$ cat src/rtl/wdt_pkg.sv
package wdt_pkg;
  localparam int EN_BIT    = 0;
  localparam int KICK_BIT  = 1;
  localparam int SRC_BIT   = 2;
  localparam int CAUSE_BIT = 3;
  localparam int SEL_LSB   = 4;

  typedef enum logic {
    SRC_MAIN = 1'b0,
    SRC_SUB  = 1'b1
  } wdt_src_e;

  function automatic int sel_width(int n_taps);
    return (n_taps > 1) ? $clog2(n_taps) : 1;
  endfunction
endpackage

$ cat src/rtl/wdt_tick_sel.sv
module wdt_tick_sel
  import wdt_pkg::*;
#(
  parameter int N_TAPS = 4,
  parameter int SEL_W  = 2
) (
  input  logic [N_TAPS-1:0] main_tick_i,
  input  logic [N_TAPS-1:0] sub_tick_i,
  input  wdt_src_e          src_i,
  input  logic [SEL_W-1:0]  sel_i,
  input  logic              en_i,
  output logic              tick_o
);
  logic [N_TAPS-1:0] hit;

  for (genvar g = 0; g < N_TAPS; g++) begin : g_tap
    assign hit[g] = (sel_i == SEL_W'(g)) &&
                    ((src_i == SRC_SUB) ? sub_tick_i[g] : main_tick_i[g]);
  end

  assign tick_o = en_i & (|hit);
endmodule

$ cat src/rtl/wdt_ctl_reg.sv
module wdt_ctl_reg
  import wdt_pkg::*;
#(
  parameter int SEL_W = 2,
  parameter int CTL_W = 6
) (
  input  logic             clk_i,
  input  logic             rst_ni,
  input  logic             wr_i,
  input  logic [CTL_W-1:0] wdata_i,
  input  logic             fire_i,
  output logic             en_o,
  output wdt_src_e         src_o,
  output logic [SEL_W-1:0] sel_o,
  output logic             cause_o,
  output logic             kick_o
);
  logic             en_q, cause_q;
  wdt_src_e         src_q;
  logic [SEL_W-1:0] sel_q;

  always_ff @(posedge clk_i or negedge rst_ni) begin
    if (!rst_ni) begin
      en_q    <= 1'b0;
      src_q   <= SRC_MAIN;
      sel_q   <= '0;
      cause_q <= 1'b0;
    end else begin
      // enable is sticky: only expiry or chip reset clears it
      if (fire_i)                        en_q <= 1'b0;
      else if (wr_i && wdata_i[EN_BIT])  en_q <= 1'b1;
      // routing locked while running
      if (wr_i && !en_q) begin
        src_q <= wdt_src_e'(wdata_i[SRC_BIT]);
        sel_q <= wdata_i[SEL_LSB +: SEL_W];
      end
      if (fire_i)                          cause_q <= 1'b1;
      else if (wr_i && wdata_i[CAUSE_BIT]) cause_q <= 1'b0;
    end
  end

  assign en_o    = en_q;
  assign src_o   = src_q;
  assign sel_o   = sel_q;
  assign cause_o = cause_q;
  assign kick_o  = wr_i & wdata_i[KICK_BIT];
endmodule

$ cat src/rtl/wdt_core.sv
module wdt_core #(
  parameter int RST_CYCLES = 4
) (
  input  logic       clk_i,
  input  logic       rst_ni,
  input  logic       tick_i,
  input  logic       kick_i,
  output logic       fire_o,
  output logic [1:0] cnt_o,
  output logic       wdt_rst_o
);
  localparam int PW = (RST_CYCLES > 1) ? $clog2(RST_CYCLES) : 1;

  logic [1:0]    cnt_q;
  logic [PW-1:0] pcnt_q;
  logic          rst_q;

  assign fire_o = tick_i && (cnt_q == 2'd3) && !kick_i;

  always_ff @(posedge clk_i or negedge rst_ni) begin
    if (!rst_ni) begin
      cnt_q  <= '0;
      pcnt_q <= '0;
      rst_q  <= 1'b0;
    end else begin
      if (fire_o || kick_i) cnt_q <= '0;
      else if (tick_i)      cnt_q <= cnt_q + 2'd1;

      if (fire_o) begin
        rst_q  <= 1'b1;
        pcnt_q <= PW'(RST_CYCLES - 1);
      end else if (rst_q) begin
        if (pcnt_q == '0) rst_q  <= 1'b0;
        else              pcnt_q <= pcnt_q - 1'b1;
      end
    end
  end

  assign cnt_o     = cnt_q;
  assign wdt_rst_o = rst_q;
endmodule

$ cat src/rtl/wdt_window.sv
module wdt_window
  import wdt_pkg::*;
#(
  parameter int  N_TAPS     = 4,
  parameter int  RST_CYCLES = 4,
  localparam int SEL_W      = sel_width(N_TAPS),
  localparam int CTL_W      = SEL_LSB + SEL_W
) (
  input  logic              clk_i,
  input  logic              rst_ni,
  input  logic              ctl_we_i,
  input  logic [CTL_W-1:0]  ctl_wdata_i,
  input  logic [N_TAPS-1:0] main_tick_i,
  input  logic [N_TAPS-1:0] sub_tick_i,
  output logic [CTL_W-1:0]  ctl_rdata_o,
  output logic              wdt_rst_o
);
  logic             wr, en, cause, kick, tick, fire;
  wdt_src_e         src;
  logic [SEL_W-1:0] sel;
  logic [1:0]       cnt_q;

  // chip held in reset: bus writes dropped
  assign wr = ctl_we_i & ~wdt_rst_o;

  wdt_ctl_reg #(.SEL_W(SEL_W), .CTL_W(CTL_W)) ctl_i (
    .clk_i, .rst_ni, .wr_i(wr), .wdata_i(ctl_wdata_i), .fire_i(fire),
    .en_o(en), .src_o(src), .sel_o(sel), .cause_o(cause), .kick_o(kick)
  );

  wdt_tick_sel #(.N_TAPS(N_TAPS), .SEL_W(SEL_W)) tsel_i (
    .main_tick_i, .sub_tick_i, .src_i(src), .sel_i(sel), .en_i(en), .tick_o(tick)
  );

  wdt_core #(.RST_CYCLES(RST_CYCLES)) core_i (
    .clk_i, .rst_ni, .tick_i(tick), .kick_i(kick),
    .fire_o(fire), .cnt_o(cnt_q), .wdt_rst_o(wdt_rst_o)
  );

  always_comb begin
    ctl_rdata_o                    = '0;
    ctl_rdata_o[EN_BIT]            = en;
    ctl_rdata_o[SRC_BIT]           = src;
    ctl_rdata_o[CAUSE_BIT]         = cause;
    ctl_rdata_o[SEL_LSB +: SEL_W]  = sel;
  end
endmodule

$ cat config.mk
export PLATFORM = sky130hd
export DESIGN_NAME = wdt_window
export DESIGN_NICKNAME = d
export VERILOG_FILES = /design/src/rtl/wdt_pkg.sv /design/src/rtl/wdt_tick_sel.sv /design/src/rtl/wdt_ctl_reg.sv /design/src/rtl/wdt_core.sv /design/src/rtl/wdt_window.sv
export SDC_FILE = /design/constraint.sdc
export NUM_CORES = 1
export LEC_CHECK = 0
export CAP_MARGIN = 10
export CORE_MARGIN = 2
export CORE_UTILIZATION = 43
export DETAILED_ROUTE_END_ITERATION = 12
export PLACE_DENSITY = 0.81
export SLEW_MARGIN = 20
export SYNTH_ARGS = -nofsm -noshare
export SYNTH_HDL_FRONTEND = slang
export SYNTH_HIERARCHICAL = 1
export SYNTH_SLANG_ARGS = --single-unit
$ cat constraint.sdc
create_clock -name clk_i -period 2.9 [get_ports clk_i]
set_clock_uncertainty 0.1 [all_clocks]
set_input_delay 0.29 -clock clk_i [delete_from_list [all_inputs] [get_ports clk_i]]
set_output_delay 0.29 -clock clk_i [all_outputs]
set_load 0.01 [all_outputs]
==> metrics.cfg, run 1 <==
[power_and_ir_drop]
power.share.sequential=0.382
cell_internal_pwr_uw=451.3
switchingPower_uw=233.9
netSwitchingFraction=0.3414
total_leakage_power_uw=0.0003731
power.density_cell_area_nw_per_um2=859.7
clkPwrFrac=0.133
worst_ir_drop_vdd_v=0.0004443
power_frac_comb=0.485
finalPower_uw=685.2

[grt]
wire_length_of_the_first_global_routing_pass_um=1573
gr-usage-met2=0.2460
grt_max_degree=11
globalRoute.totalOverflow=0
met3_usage=0.05000
global_route.usage.met1=0.1866
antenna_violations_before_repair=0
number_of_global_route_vias_before_repair=383
grt-busiest-layer=met2
grtUsageTotal=0.1577

[clock_tree]
cts.sink_count=10
cts_post_setup_buffers_inserted=0
ctsLongestPathBuffers=2
cts-buffers-inserted=3
worst_setup_hold_path_clk_slew_ps=60
root_buffer=sky130_fd_sc_hd__clkbuf_4
clk_latency_ps=260
postcts_resize_cnt=0
cts-hold-fix-buffers=0
tritoncts=yes
htree_num_levels=1

[synthesis]
synth.distinct_cells=21
synth-seq-cells=10
proportion_of_synthesized_chip_area_in_sequential_cells=0.4425
yosysTopAreaCellShare=0.4425
cell_area_after_technology_mapping_um2=565.5
synthesis_warnings=6
synth_top_cells_by_area=sky130_fd_sc_hd__dfrtp_1 44%, sky130_fd_sc_hd__mux2_2 8.0%, sky130_fd_sc_hd__buf_4 5.3%
netlist_instances=50
area_leader_netlist=sky130_fd_sc_hd__dfrtp_1
postSynthNetCount=69
avgSynthCellArea_um2=11.31

[sta]
timing.final.setup_violations=0
slew-limit-headroom=0.6287
period_share=0.6499
worst_slack_ps=1015
max_slew.worst_pin.slew_ps=553.1
finalSetupTns_ps=0
timing_max_transition_violations_final=0
final_period_minus_worst_setup_slack_ps=1885
highest_achievable_clock_rate_mhz=530.6
rsz0062_at_grt=no
hold_slack_ps=233.9
hold_violations=0

[die]
top_level_ports=24
fp-row-count=13
core_region_area_um2=1269
die_area_um2=1621
initial_core_utilization=0.4458
horizontal_extent_of_the_die_um=40.27
die-height_um=40.27

[cells_and_area]
finalNetCount=92
multiInputGateArea_um2=270.3
area_growth_pct=40.93
fillCellCount=112
area.sequential_um2=250.2
fraction_of_final_layout_cells_with_drive_strength_greater_than_1=0.1549
antenna_cells_inserted=0
final_core_util=0.6282

[critical_path]
critical_path_endpoint_category=flop
critical-path-max-stage-delay_ps=450
arrival_ps=1930
required_ps=2950
critical_path.cell_chain=mux4_1, nor2_1, a311oi_1, nand3b_1, inv_1, nor2_1
crit_path_frequent_cell=sky130_fd_sc_hd__nor2_1
critPathSlowestCell=sky130_fd_sc_hd__a311oi_1
critical_path.startpoint_type=flop
cp_max_fo=5
criticalPathCategory=flop to flop

[route]
wirelength_um=967
detail-route-antenna-nets=0
routed_wire_length_per_instance_um=11.24
drt_pass1_iterations=2
drt_iter0_markers=1
post_drt_via_cell_ratio=4.721
route.vias.total=406
post-route-drc-count=0

[min_path]
worstHoldPathType=primary input to asynchronous set/reset pin

[place]
number_of_i_o_port_buffers=22
pre_cts_slack_ps=809.2
post_detailed_placement_half_perimeter_wirelength_um=794.1
globalplace.congestion=0.7088

[flow_run]
drv_cap=0

[run_status]
run_status=complete, no violations

## flip-flops by register name, summed over array words and instances (netlist names)
signal,flops
core_i/cnt_o,2
ctl_i/src_o,1
ctl_i/cause_o,1
core_i/wdt_rst_o,1
ctl_i/sel_o,2
core_i/pcnt_q,2
ctl_i/en_o,1
## cell usage in the layout (no fill, tap or decap)
cell type and instances:
sky130_fd_sc_hd__nor2b_4 2, sky130_fd_sc_hd__mux2_2 4, sky130_fd_sc_hd__dfrtp_1 10, sky130_fd_sc_hd__a21oi_1 2, sky130_fd_sc_hd__nand2b_1 1, sky130_fd_sc_hd__o211ai_1 1
sky130_fd_sc_hd__clkbuf_4 3, sky130_fd_sc_hd__a21o_1 1, sky130_fd_sc_hd__nand2b_4 1, sky130_fd_sc_hd__and2_2 1, sky130_fd_sc_hd__nand3b_1 2, sky130_fd_sc_hd__xnor2_1 1
sky130_fd_sc_hd__ha_1 2, sky130_fd_sc_hd__nor2_1 4, sky130_fd_sc_hd__clkdlybuf4s50_1 22, sky130_fd_sc_hd__a311oi_1 1, sky130_fd_sc_hd__inv_1 4, sky130_fd_sc_hd__mux4_1 1
sky130_fd_sc_hd__nand2_1 4, sky130_fd_sc_hd__conb_1 1, sky130_fd_sc_hd__mux2i_1 2, sky130_fd_sc_hd__o31ai_1 1
## path summary, 6_finish.rpt
path                               startpoint                to  slack [ps]  depth (start not counted)
min in group clk_i              ctl_i/cause_o     ctl_i/cause_o         380                          1
max in group asynchronous              rst_ni       ctl_i/src_o        2170                          1
worst min register to register  ctl_i/cause_o     ctl_i/cause_o         380                          1
worst max-delay path              ctl_i/src_o        ctl_i/en_o        1020                          6
worst min-delay path                   rst_ni  core_i/wdt_rst_o         230                          1
worst max register to register    ctl_i/src_o        ctl_i/en_o        1020                          6
## through the flow
| stage | instance area [µm²] | instances |
|---|---|---|
| after floorplan | 565.5 | 50 |
| after global placement | 774.5 | 83 |
| after detailed placement | 774.5 | 83 |
| after CTS | 797.0 | 86 |
| after global routing | 797.0 | 86 |
| final | 797.0 | 86 |
## layer usage
metal	vias to the layer above	wire, µm
li1	207	-
met2	11	516
met3	2	45
met4	0	6
met5	-	0
met1	186	398
## kinds of logic after synthesis
| kind of cell | synth area share |
|---|---|
| other | 0.006631 |
| AOI/OAI and AO/OA | 0.07303 |
| xor gates and xnor gates | 0.01549 |
| muxes | 0.1615 |
| buffers and inverters | 0.07964 |
| DFF | 0.4425 |
| adders and majority gates | 0.04424 |
| and+or+nand+nor | 0.1770 |
## Yosys cell counts
cell type / count
sky130_fd_sc_hd__buf_4: 4
sky130_fd_sc_hd__xnor2_1: 1
sky130_fd_sc_hd__o31ai_1: 1
sky130_fd_sc_hd__nor2_1: 4
sky130_fd_sc_hd__dfrtp_1: 10
sky130_fd_sc_hd__nand2b_1: 1
sky130_fd_sc_hd__and2_2: 1
sky130_fd_sc_hd__nand2_1: 4
sky130_fd_sc_hd__a21o_1: 1
sky130_fd_sc_hd__mux2_2: 4
sky130_fd_sc_hd__ha_1: 2
sky130_fd_sc_hd__mux4_1: 1
sky130_fd_sc_hd__o211ai_1: 1
sky130_fd_sc_hd__inv_1: 4
sky130_fd_sc_hd__nor2b_4: 2
sky130_fd_sc_hd__mux2i_1: 2
sky130_fd_sc_hd__a21oi_1: 2
sky130_fd_sc_hd__nand2b_4: 1
sky130_fd_sc_hd__conb_1: 1
sky130_fd_sc_hd__nand3b_1: 2
sky130_fd_sc_hd__a311oi_1: 1
## power groups by stage
stage                     Combinational (µW)  Sequential [µW]  Clock (µW)
after global placement                   327              265           0
after global routing                     368              270         104
after CTS                                335              264        95.2
final                                    332              262        90.8
after floorplan                          224              263           0
after detailed placement                 332              267           0
## worst max-delay path: cells and delay by family (launching register included)
kind,cells,cell delay (ps)
simple gates,3,320
mux,1,350
compound gates,1,450
flops,1,430
buf+inv,1,120
## layout make-up
cell class | instances | share of cell area
well taps | 15 | 0.02355
flip-flops and latches | 10 | 0.3140
clock buffers | 3 | 0.02826
inverters | 4 | 0.01884
repair buffers | 22 | 0.2763
multi-input cells | 32 | 0.3391
(Power assumes the default switching activity.)
==> run 2, diff against run 1 <==
--- a/config.mk
+++ b/config.mk
@@ -7,9 +7,9 @@
 export LEC_CHECK = 0
 export CAP_MARGIN = 10
 export CORE_MARGIN = 2
-export CORE_UTILIZATION = 43
+export CORE_UTILIZATION = 36
 export DETAILED_ROUTE_END_ITERATION = 12
-export PLACE_DENSITY = 0.81
+export PLACE_DENSITY = 0.72
 export SLEW_MARGIN = 20
 export SYNTH_ARGS = -nofsm -noshare
 export SYNTH_HDL_FRONTEND = slang
==> constraint.sdc (replaced) <==
create_clock -name clk_i -period 1.6 [get_ports clk_i]
set_clock_uncertainty 0.1 [all_clocks]
set_input_delay 0.16 -clock clk_i [delete_from_list [all_inputs] [get_ports clk_i]]
set_output_delay 0.16 -clock clk_i [all_outputs]
set_load 0.01 [all_outputs]
==> run 2 against run 1 <==
Against the previous run:
- the flow now finishes with violations (setup timing)
- sequential power is 80% higher
- wire length is 4.7% higher
- non-clock buffer count is 6 higher
- total power is 100% higher
- design area is 7.7% higher
- largest cell class unchanged
- via count is 4.9% higher
==> metrics.cfg, run 2 (synthesized netlist as in run 1, its figures left out) <==
[run_status]
run_status=complete, but fails checks  ; was complete, no violations
violations=setup timing

[clock_tree]
cts.sink_count=10  ; unchanged
ctsLongestPathBuffers=2  ; unchanged
cts-buffers-inserted=3  ; unchanged
cts-hold-fix-buffers=0  ; unchanged
htree_num_levels=1  ; unchanged
tritoncts=yes  ; unchanged
worst_setup_hold_path_clk_slew_ps=70  ; was 60 ps
clk_latency_ps=270  ; was 260 ps
root_buffer=sky130_fd_sc_hd__clkbuf_4  ; unchanged

[grt]
grt_max_degree=11  ; unchanged
grtUsageTotal=0.1288  ; was 0.1577
number_of_global_route_vias_before_repair=433  ; was 383
wire_length_of_the_first_global_routing_pass_um=1745  ; was 1573 µm
antenna_violations_before_repair=0  ; unchanged
globalRoute.totalOverflow=0  ; unchanged

[die]
die_area_um2=1904  ; was 1621 µm²
top_level_ports=24  ; unchanged
horizontal_extent_of_the_die_um=43.64  ; was 40.27 µm
initial_core_utilization=0.3798  ; was 0.4458
fp-row-count=14  ; was 13
die-height_um=43.64  ; was 40.27 µm
core_region_area_um2=1489  ; was 1269 µm²

[cells_and_area]
multiInputGateArea_um2=282.8  ; was 270.3 µm²
fin_cells=93  ; was 86
finalNetCount=98  ; was 92
most-common-layout-cells=20 x sky130_fd_sc_hd__clkdlybuf4s50_1, 9 x sky130_fd_sc_hd__dfrtp_1, 6 x sky130_fd_sc_hd__buf_4  ; was 22 x sky130_fd_sc_hd__clkdlybuf4s50_1, 10 x sky130_fd_sc_hd__dfrtp_1
antenna_cells_inserted=0  ; unchanged
fillCellCount=136  ; was 112
area.sequential_um2=251.5  ; was 250.2 µm²
final_common_cell=sky130_fd_sc_hd__clkdlybuf4s50_1  ; unchanged
area_growth_pct=51.77  ; was 40.93%
fraction_of_final_layout_cells_with_drive_strength_greater_than_1=0.2987  ; was 0.1549
final_core_util=0.5765  ; was 0.6282

[route]
post_drt_via_cell_ratio=4.581  ; was 4.721
post-route-drc-count=0  ; unchanged
wl_met1_um=432  ; was 398 µm
detail-route-antenna-nets=0  ; unchanged
drt_iter0_markers=5  ; was 1
routed_wire_length_per_instance_um=10.88  ; was 11.24 µm
route.vias.total=426  ; was 406
top_layer_used=met3  ; was met4
drt_pass1_iterations=4  ; was 2
route.met2.wl_um=511  ; was 516 µm
wirelength_um=1012  ; was 967 µm
met3_length_um=68  ; was 45 µm

[critical_path]
reg2reg_from=ctl_i/src_o  ; unchanged
criticalPathCategory=flop to flop  ; unchanged
arrival_ps=1730  ; was 1930 ps
critical_path.startpoint=ctl_i/src_o  ; unchanged
critical_path_endpoint_category=flop  ; unchanged
cp_max_fo=4  ; was 5
required_ps=1660  ; was 2950 ps
critical_path.startpoint_type=flop  ; unchanged

[power_and_ir_drop]
switchingPower_uw=469.6  ; was 233.9 µW
total_leakage_power_uw=0.0004099  ; was 0.0003731 µW
power_frac_comb=0.532  ; was 0.485
cell_internal_pwr_uw=904.0  ; was 451.3 µW
clkPwrFrac=0.124  ; was 0.133
power.density_cell_area_nw_per_um2=1600  ; was 859.7 nW/µm²
netSwitchingFraction=0.3419  ; was 0.3414
power.share.sequential=0.344  ; was 0.382
worst_ir_drop_vdd_v=0.0009583  ; was 0.0004443 V

[sta]
timing.final.setup_violations=4  ; was 0
timing_max_transition_violations_final=0  ; unchanged
rsz0062_at_grt=yes  ; was no
worst_slack_ps=-74.21  ; was 1015 ps
finalSetupTns_ps=-136.7  ; was 0 ps
hold_violations=0  ; unchanged
final_period_minus_worst_setup_slack_ps=1674  ; was 1885 ps
period_share=1.046  ; was 0.6499
highest_achievable_clock_rate_mhz=597.3  ; was 530.6 MHz

[min_path]
worstHoldPathType=primary input to asynchronous set/reset pin  ; unchanged

[flow_run]
drv_cap=0  ; unchanged

[place]
dp.cells=87  ; was 83
globalplace.congestion=0.6869  ; was 0.7088
number_of_i_o_port_buffers=22  ; unchanged

[run 2: metrics by stage]
step / hold WS, ps / total power, µW / setup WS, ps / instance area [µm²]
2_1_floorplan: -235.6 / 913.4 / -86.15 / 570.5
3_3_place_gp: 380.2 / 1163 / -198.0 / 803.3
3_5_place_dp: 385.8 / 1165 / -213.2 / 803.3
4_1_cts: 117.6 / 1368 / -81.61 / 838.3
5_1_grt: 138.4 / 1492 / -167.0 / 858.3
6_report: 99.52 / 1374 / -74.21 / 858.3
[run 2: area by class of cell]
class | count | share of cell area
Multi-Input combinational cell | 32 | 0.3294
Timing Repair Buffer | 28 | 0.3105
Sequential cell | 10 | 0.2930
Clock buffer | 3 | 0.02624
Tap cell | 16 | 0.02332
Inverter | 4 | 0.01749
[run 2: worst paths after layout]
check / end / slack, ps / cells after the start
max in group asynchronous: ctl_i/src_o / 960 / 1
min: ctl_i/cause_o / 100 / 1
max: core_i/cnt_o[0] / -70 / 6
min reg2reg: ctl_i/cause_o / 410 / 1
min in group clk_i: ctl_i/cause_o / 390 / 3
max reg2reg: core_i/cnt_o[0] / -70 / 6
[run 2: power groups by stage]
stage	logic, µW	registers [µW]	clock network (µW)
finish	731	472	170
global placement	689	474	0
global route	807	492	194
detailed placement	689	476	0
CTS	717	476	176
floorplan	433	480	0
[run 2: layer usage]
metal,global-route usage,up-vias
met5,0,-
met4,0.01818,0
met3,0.07500,0
met2,0.2029,16
met1,0.1565,189
li1,-,221
[run 2: critical path, cell delays in order, from the launching register on]
cell and delay, ps:
sky130_fd_sc_hd__dfrtp_2 430, sky130_fd_sc_hd__mux4_2 340, sky130_fd_sc_hd__nor2_2 40, sky130_fd_sc_hd__a311oi_2 240, sky130_fd_sc_hd__buf_4 180, sky130_fd_sc_hd__mux2i_1 180
sky130_fd_sc_hd__nor2_1 60
[run 2: repair_timing]
action / in CTS / in global routing
setup buffers: 1 / 2
resized for setup: 3 / 2
endpoints found under the setup margin: 7 / 10
pin swaps: 4 / 1
